File: src/rtl/cardclk_pkg.sv
package cardclk_pkg;
    localparam int PRE_W    = 12;
    localparam int DIV_W    = 4;
    localparam int RATE_W   = PRE_W + DIV_W;
    localparam int PCNT_W   = PRE_W + 1;
    localparam int CTL_STOP  = 0;
    localparam int CTL_START = 1;
    localparam int CTL_SRST  = 3;

    typedef struct packed {
        logic [PRE_W-1:0] pre;
        logic [DIV_W-1:0] div;
    } rate_t;

    typedef struct packed {
        logic [DIV_W-1:0] dcnt;
        logic             run;
        logic             pend_start;
        logic             pend_stop;
        logic             clk;
    } div_st_t;
endpackage

File: src/rtl/cardclk_regs.sv
module cardclk_regs
    import cardclk_pkg::*;
(
    input  logic              clk,
    input  logic              rst_n,
    input  logic              wr_en,
    input  logic              wr_sel,
    input  logic [RATE_W-1:0] wr_data,
    output rate_t             rate,
    output logic              req_start,
    output logic              req_stop,
    output logic              req_srst
);
    rate_t rate_d, rate_q;
    logic  ctl_wr;

    always_comb begin
        rate_d = rate_q;
        if (wr_en && wr_sel)
            rate_d = rate_t'(wr_data);
        ctl_wr    = wr_en && !wr_sel;
        // soft reset masks the other bits; stop masks start
        req_srst  = ctl_wr && wr_data[CTL_SRST];
        req_stop  = ctl_wr && wr_data[CTL_STOP] && !wr_data[CTL_SRST];
        req_start = ctl_wr && wr_data[CTL_START] && !wr_data[CTL_STOP]
                    && !wr_data[CTL_SRST];
    end

    always_ff @(posedge clk or negedge rst_n) begin
        if (!rst_n) rate_q <= '{pre: '0, div: DIV_W'(1)};
        else        rate_q <= rate_d;
    end

    assign rate = rate_q;
endmodule

File: src/rtl/cardclk_prescale.sv
module cardclk_prescale
    import cardclk_pkg::*;
(
    input  logic             clk,
    input  logic             rst_n,
    input  logic             clr,
    input  logic [PRE_W-1:0] pre,
    output logic             tick
);
    logic [PCNT_W-1:0] pcnt_d, pcnt_q;
    logic [PRE_W-1:0]  pow2;
    logic [PCNT_W-1:0] lim;
    logic              bypass;

    always_comb begin
        // keep only the highest set bit: floor to a power of two
        pow2 = '0;
        for (int i = 0; i < PRE_W; i++)
            if (pre[i]) pow2 = PRE_W'(1) << i;
        bypass = (pre == '0);
        lim    = {pow2, 1'b0} - PCNT_W'(1);
        tick   = bypass || (pcnt_q >= lim);
        if (clr || tick) pcnt_d = '0;
        else             pcnt_d = pcnt_q + PCNT_W'(1);
    end

    always_ff @(posedge clk or negedge rst_n) begin
        if (!rst_n) pcnt_q <= '0;
        else        pcnt_q <= pcnt_d;
    end
endmodule

File: src/rtl/cardclk_divider.sv
module cardclk_divider
    import cardclk_pkg::*;
(
    input  logic             clk,
    input  logic             rst_n,
    input  logic             tick,
    input  logic             clr,
    input  logic             req_start,
    input  logic             req_stop,
    input  logic [DIV_W-1:0] div,
    output logic             card_clk,
    output logic             card_ce,
    output logic             running
);
    div_st_t st_d, st_q;
    logic [DIV_W-1:0] div_eff;
    logic [DIV_W:0]   half;
    logic             wrap;

    always_comb begin
        div_eff = (div == '0) ? DIV_W'(1) : div;
        half    = ({1'b0, div_eff} + (DIV_W+1)'(1)) >> 1;
        wrap    = tick && (st_q.dcnt >= div_eff);
        st_d    = st_q;
        if (clr) begin
            st_d = '0;
        end else begin
            if (tick)
                st_d.dcnt = wrap ? '0 : st_q.dcnt + DIV_W'(1);
            if (wrap) begin
                if (st_q.pend_stop)       st_d.run = 1'b0;
                else if (st_q.pend_start) st_d.run = 1'b1;
                st_d.pend_start = 1'b0;
                st_d.pend_stop  = 1'b0;
            end
            if (req_stop) begin
                st_d.pend_stop  = 1'b1;
                st_d.pend_start = 1'b0;
            end else if (req_start) begin
                st_d.pend_start = 1'b1;
                st_d.pend_stop  = 1'b0;
            end
        end
        st_d.clk = st_d.run && ({1'b0, st_d.dcnt} >= half);
    end

    always_ff @(posedge clk or negedge rst_n) begin
        if (!rst_n) st_q <= '0;
        else        st_q <= st_d;
    end

    assign card_clk = st_q.clk;
    assign running  = st_q.run;
    assign card_ce  = st_q.run && wrap;
endmodule

File: src/rtl/cardclk_gen.sv
module cardclk_gen
    import cardclk_pkg::*;
(
    input  logic              clk,
    input  logic              rst_n,
    input  logic              wr_en,
    input  logic              wr_sel,
    input  logic [RATE_W-1:0] wr_data,
    output logic              card_clk,
    output logic              card_ce,
    output logic              clk_run
);
    rate_t rate;
    logic  req_start, req_stop, req_srst, tick;

    cardclk_regs u_regs (
        .clk(clk), .rst_n(rst_n), .wr_en(wr_en), .wr_sel(wr_sel),
        .wr_data(wr_data), .rate(rate), .req_start(req_start),
        .req_stop(req_stop), .req_srst(req_srst)
    );

    cardclk_prescale u_pre (
        .clk(clk), .rst_n(rst_n), .clr(req_srst), .pre(rate.pre), .tick(tick)
    );

    cardclk_divider u_div (
        .clk(clk), .rst_n(rst_n), .tick(tick), .clr(req_srst),
        .req_start(req_start), .req_stop(req_stop), .div(rate.div),
        .card_clk(card_clk), .card_ce(card_ce), .running(clk_run)
    );
endmodule

File: config.mk
export PLATFORM = sky130hd
export DESIGN_NAME = cardclk_gen
export DESIGN_NICKNAME = d
export VERILOG_FILES = /design/src/rtl/cardclk_pkg.sv /design/src/rtl/cardclk_regs.sv /design/src/rtl/cardclk_prescale.sv /design/src/rtl/cardclk_divider.sv /design/src/rtl/cardclk_gen.sv
export SDC_FILE = /design/constraint.sdc
export NUM_CORES = 1
export LEC_CHECK = 0
export BUFFER_PORTS_ARGS = -buffer_cell sky130_fd_sc_hd__buf_2
export CELL_PAD_IN_SITES_DETAIL_PLACEMENT = 1
export CELL_PAD_IN_SITES_GLOBAL_PLACEMENT = 2
export CORE_UTILIZATION = 34
export CTS_BUF_LIST = sky130_fd_sc_hd__clkbuf_16
export DETAILED_ROUTE_END_ITERATION = 16
export PLACE_DENSITY = 0.76
export RECOVER_POWER = 100
export SETUP_SLACK_MARGIN = 0.05
export SLEW_MARGIN = 20
export SYNTH_ARGS = -nofsm -noshare
export SYNTH_HDL_FRONTEND = slang
export SYNTH_SLANG_ARGS = --single-unit
File: constraint.sdc
create_clock -name clk -period 4.3 [get_ports clk]
set_clock_uncertainty 0.05 [all_clocks]
set_input_delay 0 -clock clk [delete_from_list [all_inputs] [get_ports clk]]
set_output_delay 0 -clock clk [all_outputs]
set_load 0.005 [all_outputs]
==> metrics, run 1 <==
run status=complete, but fails checks; failing checks=capacitance limit, slew limit; clock root buffer master=clkbuf_16; number of nets at the end of the flow=337; clock period minus final worst setup slack=4.084 ns; Final Hold Vio Count=0; dominant synthesized flop cell=dfrtp_1; capturing element of the worst setup path=u_div.card_clk; Overflow after GRT=0; Yosys warnings=0; crit path kind=flop to flop; worst flop-to-flop path startpoint=u_regs.rate[11]; half-perimeter wire length of the detailed placement result=4337 um; worst hold stages=3; vias in the first global route=2117; total via count after detailed routing=1978; maximum clock path buffer count=2; TritonCTS clock tree=built; largest driver fanout on the critical path=5; top cell family by delay on the critical path=compound AO/OA/AOI/OAI gates; slowest cell delay on critical path=0.39 ns; wire length of the first global-routing pass=10050 um; Relative slew margins=-38.96%; per-cell routed wire length=15.92 um; Syn-to-layout area delta=32.17%; GRT Resource Usage Total=17.75%; number of buffers added on ports=22; pin count of the biggest net entering global routing=38; number of placement rows=30; number of ports placed on the die boundary=23; Routability Congestion=0.7735; Worst setup SP type=flop; highest ir drop seen on vdd=0.2422 mV; Die X=85.47 um; insertion delay of the later-clocked pin in the worst-skew pair=0.28 ns; FF+latch count, synth=37; Post-route DRC=0; type of the worst min-delay path=input pin to flop; clock sinks=37; full die area=7304 sq um; post-route antenna net violation count=0; initial standard-cell utilization of the core=35.06%; H-tree levels=2; Critical Path Start=u_regs.rate[11]; drt initial violations=77; logic depth of the worst path, buffers included=21; Fmax=0.2449 GHz; vertical die dimension=85.47 um; cell breakdown of the critical path=nor3_2, nand2_2, nor3_4, nand3_2, ha_4, o31ai_2, o21ai_1, a21o_1, ha_4, nand4_1, a2111oi_4, a21oi_2, nand3_2, mux2i_2, nand2_1, ha_1, nand2b_4, a21o_1, a21o_1, a21oi_2, a2111oi_2; setup slack of the most critical reg-to-reg path=0.22 ns; Synth cell types=47; Most Frequent Cell on Critical Path=a21o_1; Core Area=6756 sq um; cell leakage power=0.001452 uW; critical path buffer and inverter count=0; Async SR Flop Fraction=100.0%; antenna violations before repair=0; Detailed Route WL=5971 um; sort of element at the end of the critical path=flop; DR vias/cell=5.275; average cell area after synthesis=10.17 sq um; count of endpoints failing setup in the final report=0; number of pins with negative max-slew slack in the final report=38; Crit-path slowest cell=dfrtp_1; Post-Synthesis Net Count=276; Crit path required time=4.40 ns; worst r2r path cells=21; power density over the cells=352.4 nW/um^2; fraction of the cycle the final worst path needs=94.98%; filler-free cell count of the finished design=375; area of the mapped netlist=2369 sq um; register clock-pin slew on the reported worst setup and hold paths=0.06 ns; reg2reg end=u_div.card_clk; Filler Cells Inserted=754; sequential-to-total area share from yosys stat=39.14%; DR pass1 iterations=4; RSZ-0062 raised after global routing=true; number of enable-type register cells in the synthesized netlist=0; share of final-layout standard cells stronger than drive strength 1=28.81%; slew at the pin with the worst max-slew slack=2.084 ns; cell count after synthesis=233; cell count after placement=346; Worst EP arrival=4.19 ns; Total Neg Setup Slack=0 ns; total of max-cap violations=1; number of clock buffers inserted by TritonCTS=5; number of antenna diodes=0
## metrics by stage
step / instance area (sq um) / utilization (%) / power, uW / hold WS (ns) / worst slack, ns
detailed placement: 2680 / 39.67 / 677.8 / 0.1180 / -0.07151
floorplan: 2381 / - / 589.7 / -0.3456 / 0.09450
global route: 3131 / 46.33 / 1166 / 0.1522 / -0.03456
global placement: 2680 / 39.67 / 665.2 / 0.1080 / 0.05014
finish: 3131 / 46.33 / 1103 / 0.1233 / 0.2161
CTS: 3034 / 44.91 / 1104 / 0.1259 / 0.05565
## what timing repair did
| item | 4_1_cts | 5_1_grt |
|---|---|---|
| endpoints found under the setup margin | 1 | 1 |
| pin swaps | 0 | 16 |
| hold buffers | 18 | 0 |
| gates resized for setup | 2 | 16 |
| gates cloned | 0 | 0 |
| endpoints found under the hold margin | 54 | 0 |
| buffers inserted | 0 | 3 |
## worst min-delay path by stage
stage / start / end / slack [ns]
floorplan: rst_n / u_div.card_clk / -0.35
global placement: rst_n / u_pre.pcnt_q[8] / 0.11
detailed placement: rst_n / u_pre.pcnt_q[7] / 0.12
CTS: wr_en / u_div.st_q[2] / 0.13
global route: wr_en / u_div.st_q[2] / 0.15
finish: wr_en / u_div.st_q[2] / 0.12
## placed cells by master (no fill, tap or decap), types with 4 or more instances in the layout
cell type,n
inv_1,12
nand3_1,8
mux2_2,16
a21oi_1,9
nor2_1,23
o21ai_0,8
buf_4,14
dfrtp_1,36
clkbuf_1,5
a211oi_1,5
a21o_1,4
xnor2_1,7
dlygate4sd3_1,18
buf_2,19
xor2_1,8
and3_1,6
ha_1,21
nand2_1,13
clkbuf_16,5
## flip-flops by register name, indices dropped and copies added (netlist names)
signal and flops:
u_regs.rate 16, u_pre.pcnt_q 13, u_div.st_q 6, u_div.card_clk 1, u_div.running 1
## worst register-to-register path, stage by stage (launching register included)
cell	delay (ns)
dfrtp_1	0.39
nor3_2	0.23
nand2_2	0.11
nor3_4	0.25
nand3_2	0.14
ha_4	0.21
o31ai_2	0.06
o21ai_1	0.09
a21o_1	0.20
ha_4	0.26
nand4_1	0.16
a2111oi_4	0.34
a21oi_2	0.13
nand3_2	0.11
mux2i_2	0.22
nand2_1	0.08
ha_1	0.29
nand2b_4	0.13
a21o_1	0.16
a21o_1	0.17
a21oi_2	0.13
a2111oi_2	0.05
## per-layer routing
layer / up-vias / part of all wire [%] / GRT usage [%]
met5: - / 0 / 0
met4: 0 / 2.3 / 5.606
met3: 13 / 2.1 / 3.502
met2: 20 / 52 / 31.27
met1: 978 / 43 / 21.79
li1: 967 / - / -
## area by class of cell
type                            instances  area, sq um  area share [%]
Multi-Input combinational cell        182         1496           47.80
Sequential cell                        37        927.1           29.62
Timing Repair Buffer                   56        399.1           12.75
Clock buffer                            5        125.1           3.997
Tap cell                               80        100.1           3.197
Inverter                               12        45.04           1.439
Clock inverter                          3        37.54           1.199
## power by group
group | switching [uW] | total, uW | internal (uW)
logic | 118 | 244 | 125
clock network | 140 | 409 | 269
registers | 55.8 | 451 | 395
total | 314 | 1100 | 789
## cell families (layout without fill, tap and decap cells)
logic type / Yosys count / count (layout) / share of synthesized area [%]
DFF: 37 / 37 / 39.14
adders and majority gates: 23 / 23 / 12.15
buffers and inverters: 14 / 76 / 2.271
and+or+nand+nor: 80 / 80 / 18.44
AOI/OAI and AO/OA: 47 / 47 / 14.42
muxes: 17 / 17 / 8.029
xor gates and xnor gates: 15 / 15 / 5.547
## cell usage after synthesis (2+ instances only)
cell type	number	area share [%]
nor3_2	3	1.3
nor3b_1	2	0.63
a21oi_2	2	0.74
mux2_2	16	7.6
inv_1	11	1.7
a211oi_1	5	1.6
nand2b_1	2	0.53
nor2_1	23	3.6
nor3_1	3	0.63
a31oi_4	2	1.8
a32o_1	2	0.85
o21ai_0	10	2.1
a31oi_1	3	0.79
xor2_1	8	3.0
xnor2_1	7	2.6
or3_1	3	0.79
a21oi_1	10	2.1
nand3_1	11	2.3
and3_1	6	1.6
nand4_1	3	0.79
ha_1	23	12
dfrtp_1	36	38
and2_2	2	0.63
a21o_1	4	1.3
nand2_1	14	2.2
(Power assumes the default switching activity.)
==> run 2, diff against run 1 <==
--- a/config.mk
+++ b/config.mk
@@ -8,10 +8,11 @@
 export BUFFER_PORTS_ARGS = -buffer_cell sky130_fd_sc_hd__buf_2
 export CELL_PAD_IN_SITES_DETAIL_PLACEMENT = 1
 export CELL_PAD_IN_SITES_GLOBAL_PLACEMENT = 2
-export CORE_UTILIZATION = 34
+export CORE_MARGIN = 5
+export CORE_UTILIZATION = 38
 export CTS_BUF_LIST = sky130_fd_sc_hd__clkbuf_16
 export DETAILED_ROUTE_END_ITERATION = 16
-export PLACE_DENSITY = 0.76
+export PLACE_DENSITY = 0.8
 export RECOVER_POWER = 100
 export SETUP_SLACK_MARGIN = 0.05
 export SLEW_MARGIN = 20
==> constraint.sdc (replaced) <==
create_clock -name clk -period 4.69 [get_ports clk]
set_clock_uncertainty 0.05 [all_clocks]
set_input_delay 0 -clock clk [delete_from_list [all_inputs] [get_ports clk]]
set_output_delay 0 -clock clk [all_outputs]
set_load 0.005 [all_outputs]
==> metrics, run 2 (synthesis gave the netlist of run 1 again) <==
setup slack of the most critical reg-to-reg path=0.46 ns (was 0.22 ns); DR pass1 iterations=4 (unchanged); full die area=7912 sq um (was 7304 sq um); Final WS setup=0.4592 ns (was 0.2161 ns); Fmax=0.2364 GHz (was 0.2449 GHz); Post-route DRC=0 (unchanged); largest driver fanout on the critical path=6 (was 5); Crit path required time=4.76 ns (was 4.40 ns); Detailed Route WL=5578 um (was 5971 um); GRT Resource Usage Total=15.48% (was 17.75%); cell count after placement=332 (was 346); type of the worst min-delay path=input pin to flop (unchanged); share of final-layout standard cells stronger than drive strength 1=22.89% (was 28.81%); Syn-to-layout area delta=24.88% (was 32.17%); Critical Path Start=u_regs.rate[13] (was u_regs.rate[11]); vertical die dimension=88.95 um (was 85.47 um); Relative slew margins=-36.36% (was -38.96%); initial standard-cell utilization of the core=39.54% (was 35.06%); DR vias/cell=5.244 (was 5.275); number of placement rows=28 (was 30); half-perimeter wire length of the detailed placement result=4158 um (was 4337 um); commonest non-fill, non-tap cell in the layout=dfrtp_1 (unchanged); RSZ-0062 raised after global routing=false (was true); pin count of the biggest net entering global routing=38 (unchanged); drt initial violations=44 (was 77); Worst setup SP type=flop (unchanged); failing checks=capacitance limit, slew limit (unchanged); total via count after detailed routing=1888 (was 1978); fraction of the cycle the final worst path needs=90.21% (was 94.98%); power density over the cells=330.1 nW/um^2 (was 352.4 nW/um^2); TritonCTS clock tree=built (unchanged); insertion delay of the later-clocked pin in the worst-skew pair=0.27 ns (was 0.28 ns); number of pins with negative max-slew slack in the final report=38 (unchanged); Worst EP arrival=4.30 ns (was 4.19 ns); Routability Congestion=0.7566 (was 0.7735); Core Area=5991 sq um (was 6756 sq um); commonest cells after routing, fill and taps aside=36 x dfrtp_1, 23 x nor2_1, 22 x ha_1, 20 x buf_2, 18 x dlygate4sd3_1 (was 36 x dfrtp_1, 23 x nor2_1, 21 x ha_1, 19 x buf_2, 18 x dlygate4sd3_1); crit path kind=flop to flop (unchanged); min-delay src=wr_en (unchanged); Overflow after GRT=0 (unchanged); Die X=88.95 um (was 85.47 um); wire length of the first global-routing pass=9542 um (was 10050 um); antenna violations before repair=0 (unchanged); Final Hold Vio Count=0 (unchanged); number of ports placed on the die boundary=23 (unchanged); sort of element at the end of the critical path=flop (unchanged); flip-flop count of the largest register, all copies and words added=16 (unchanged); number of nets at the end of the flow=326 (was 337); clock sinks=37 (unchanged); worst slack, placed=-0.05933 ns (was -0.07151 ns); clock root buffer master=clkbuf_16 (unchanged); run status=complete, but fails checks (unchanged); number of clock buffers inserted by TritonCTS=5 (unchanged); H-tree levels=2 (unchanged); number of buffers added on ports=22 (unchanged); vias in the first global route=2005 (was 2117); slew at the pin with the worst max-slew slack=2.045 ns (was 2.084 ns); register clock-pin slew on the reported worst setup and hold paths=0.06 ns (about the same); worst flop-to-flop path startpoint=u_regs.rate[13] (was u_regs.rate[11]); filler-free cell count of the finished design=360 (was 375); count of endpoints failing setup in the final report=0 (unchanged); highest ir drop seen on vdd=0.1678 mV (was 0.2422 mV); maximum clock path buffer count=2 (unchanged); clock period minus final worst setup slack=4.231 ns (was 4.084 ns); post-route antenna net violation count=0 (unchanged); cell leakage power=0.001389 uW (was 0.001452 uW); per-cell routed wire length=15.49 um (was 15.92 um); total of max-cap violations=1 (unchanged)
-- run 2: cell types whose count changed in the layout (fill, tap and decap cells not counted), moves of 2 or more --
cell,change
a21oi_1,+2
buf_4,-11
ha_4,-2
nand3_2,-2
nand3_1,+2
a21oi_2,-2
o21ai_0,+2
-- run 2: where the power goes --
| group | leakage, uW | switching (uW) | internal, uW |
|---|---|---|---|
| sequential | 0.000470 | 57.7 | 362 |
| combinational | 0.000837 | 91.9 | 99.9 |
| clock | 0.0000826 | 119 | 247 |
| total | 0.00139 | 268 | 708 |
-- run 2: worst paths after layout --
path	end	cells past startpoint
setup / recovery	u_div.card_clk	21
hold / removal	u_div.st_q[2]	3
max in group asynchronous	u_regs.rate[2]	2
min in group asynchronous	u_regs.rate[12]	2
hold reg to reg	u_div.card_clk	1
setup reg to reg	u_div.card_clk	21
-- run 2: per-stage QoR --
| step | hold WS (ns) | util [%] | setup TNS [ns] | power, uW | area (sq um) |
|---|---|---|---|---|---|
| after detailed placement | 0.1076 | 43.30 | -0.05933 | 602.6 | 2594 |
| after CTS | 0.1318 | 49.10 | 0 | 986.3 | 2942 |
| after global placement | 0.09963 | 43.30 | 0 | 595.2 | 2594 |
| after global routing | 0.1487 | 49.33 | 0 | 1036 | 2955 |
| final | 0.1261 | 49.37 | 0 | 976.5 | 2958 |
| after floorplan | -0.3456 | - | 0 | 538.2 | 2369 |
-- run 2: layout make-up --
cell class	instances	area, sq um
antenna	1	2.502
clock buffer	5	125.1
clock inverter	3	37.54
fill	683	3033
inverter	12	45.04
multi-input combinational	182	1409
sequential	37	927.1
tap	75	93.84
timing repair buffer	45	317.8
-- run 2: layer usage --
metal  vias to the layer above  global-route usage [%]  wire length, um
met5                         -                       0                0
met4                         0                   4.330               45
met3                         4                   2.673               87
met2                        14                   28.14             2991
met1                       924                   18.79             2453
li1                        946                       -                -
-- run 2: repair_timing --
item	in CTS	in global routing
setup buffers	0	1
hold buffers	18	0
endpoints found under the setup margin	1	1
resized for setup	1	8
gates cloned	0	0
endpoints found under the hold margin	54	0
-- run 2: worst max-delay path, stage by stage (launching register included) --
cell and delay, ns:
dfrtp_1 0.41, nor3_2 0.24, nand2_2 0.14, nor3_4 0.18, nand3_1 0.15, ha_2 0.26, o31ai_1 0.08, o21ai_0 0.12
a21o_1 0.20, ha_1 0.27, nand4_1 0.13, a2111oi_2 0.27, a21oi_2 0.15, nand3_2 0.14, mux2i_1 0.24, nand2_1 0.08
ha_1 0.26, nand2b_1 0.14, a21o_1 0.17, a21o_1 0.17, a21oi_1 0.17, a2111oi_2 0.07
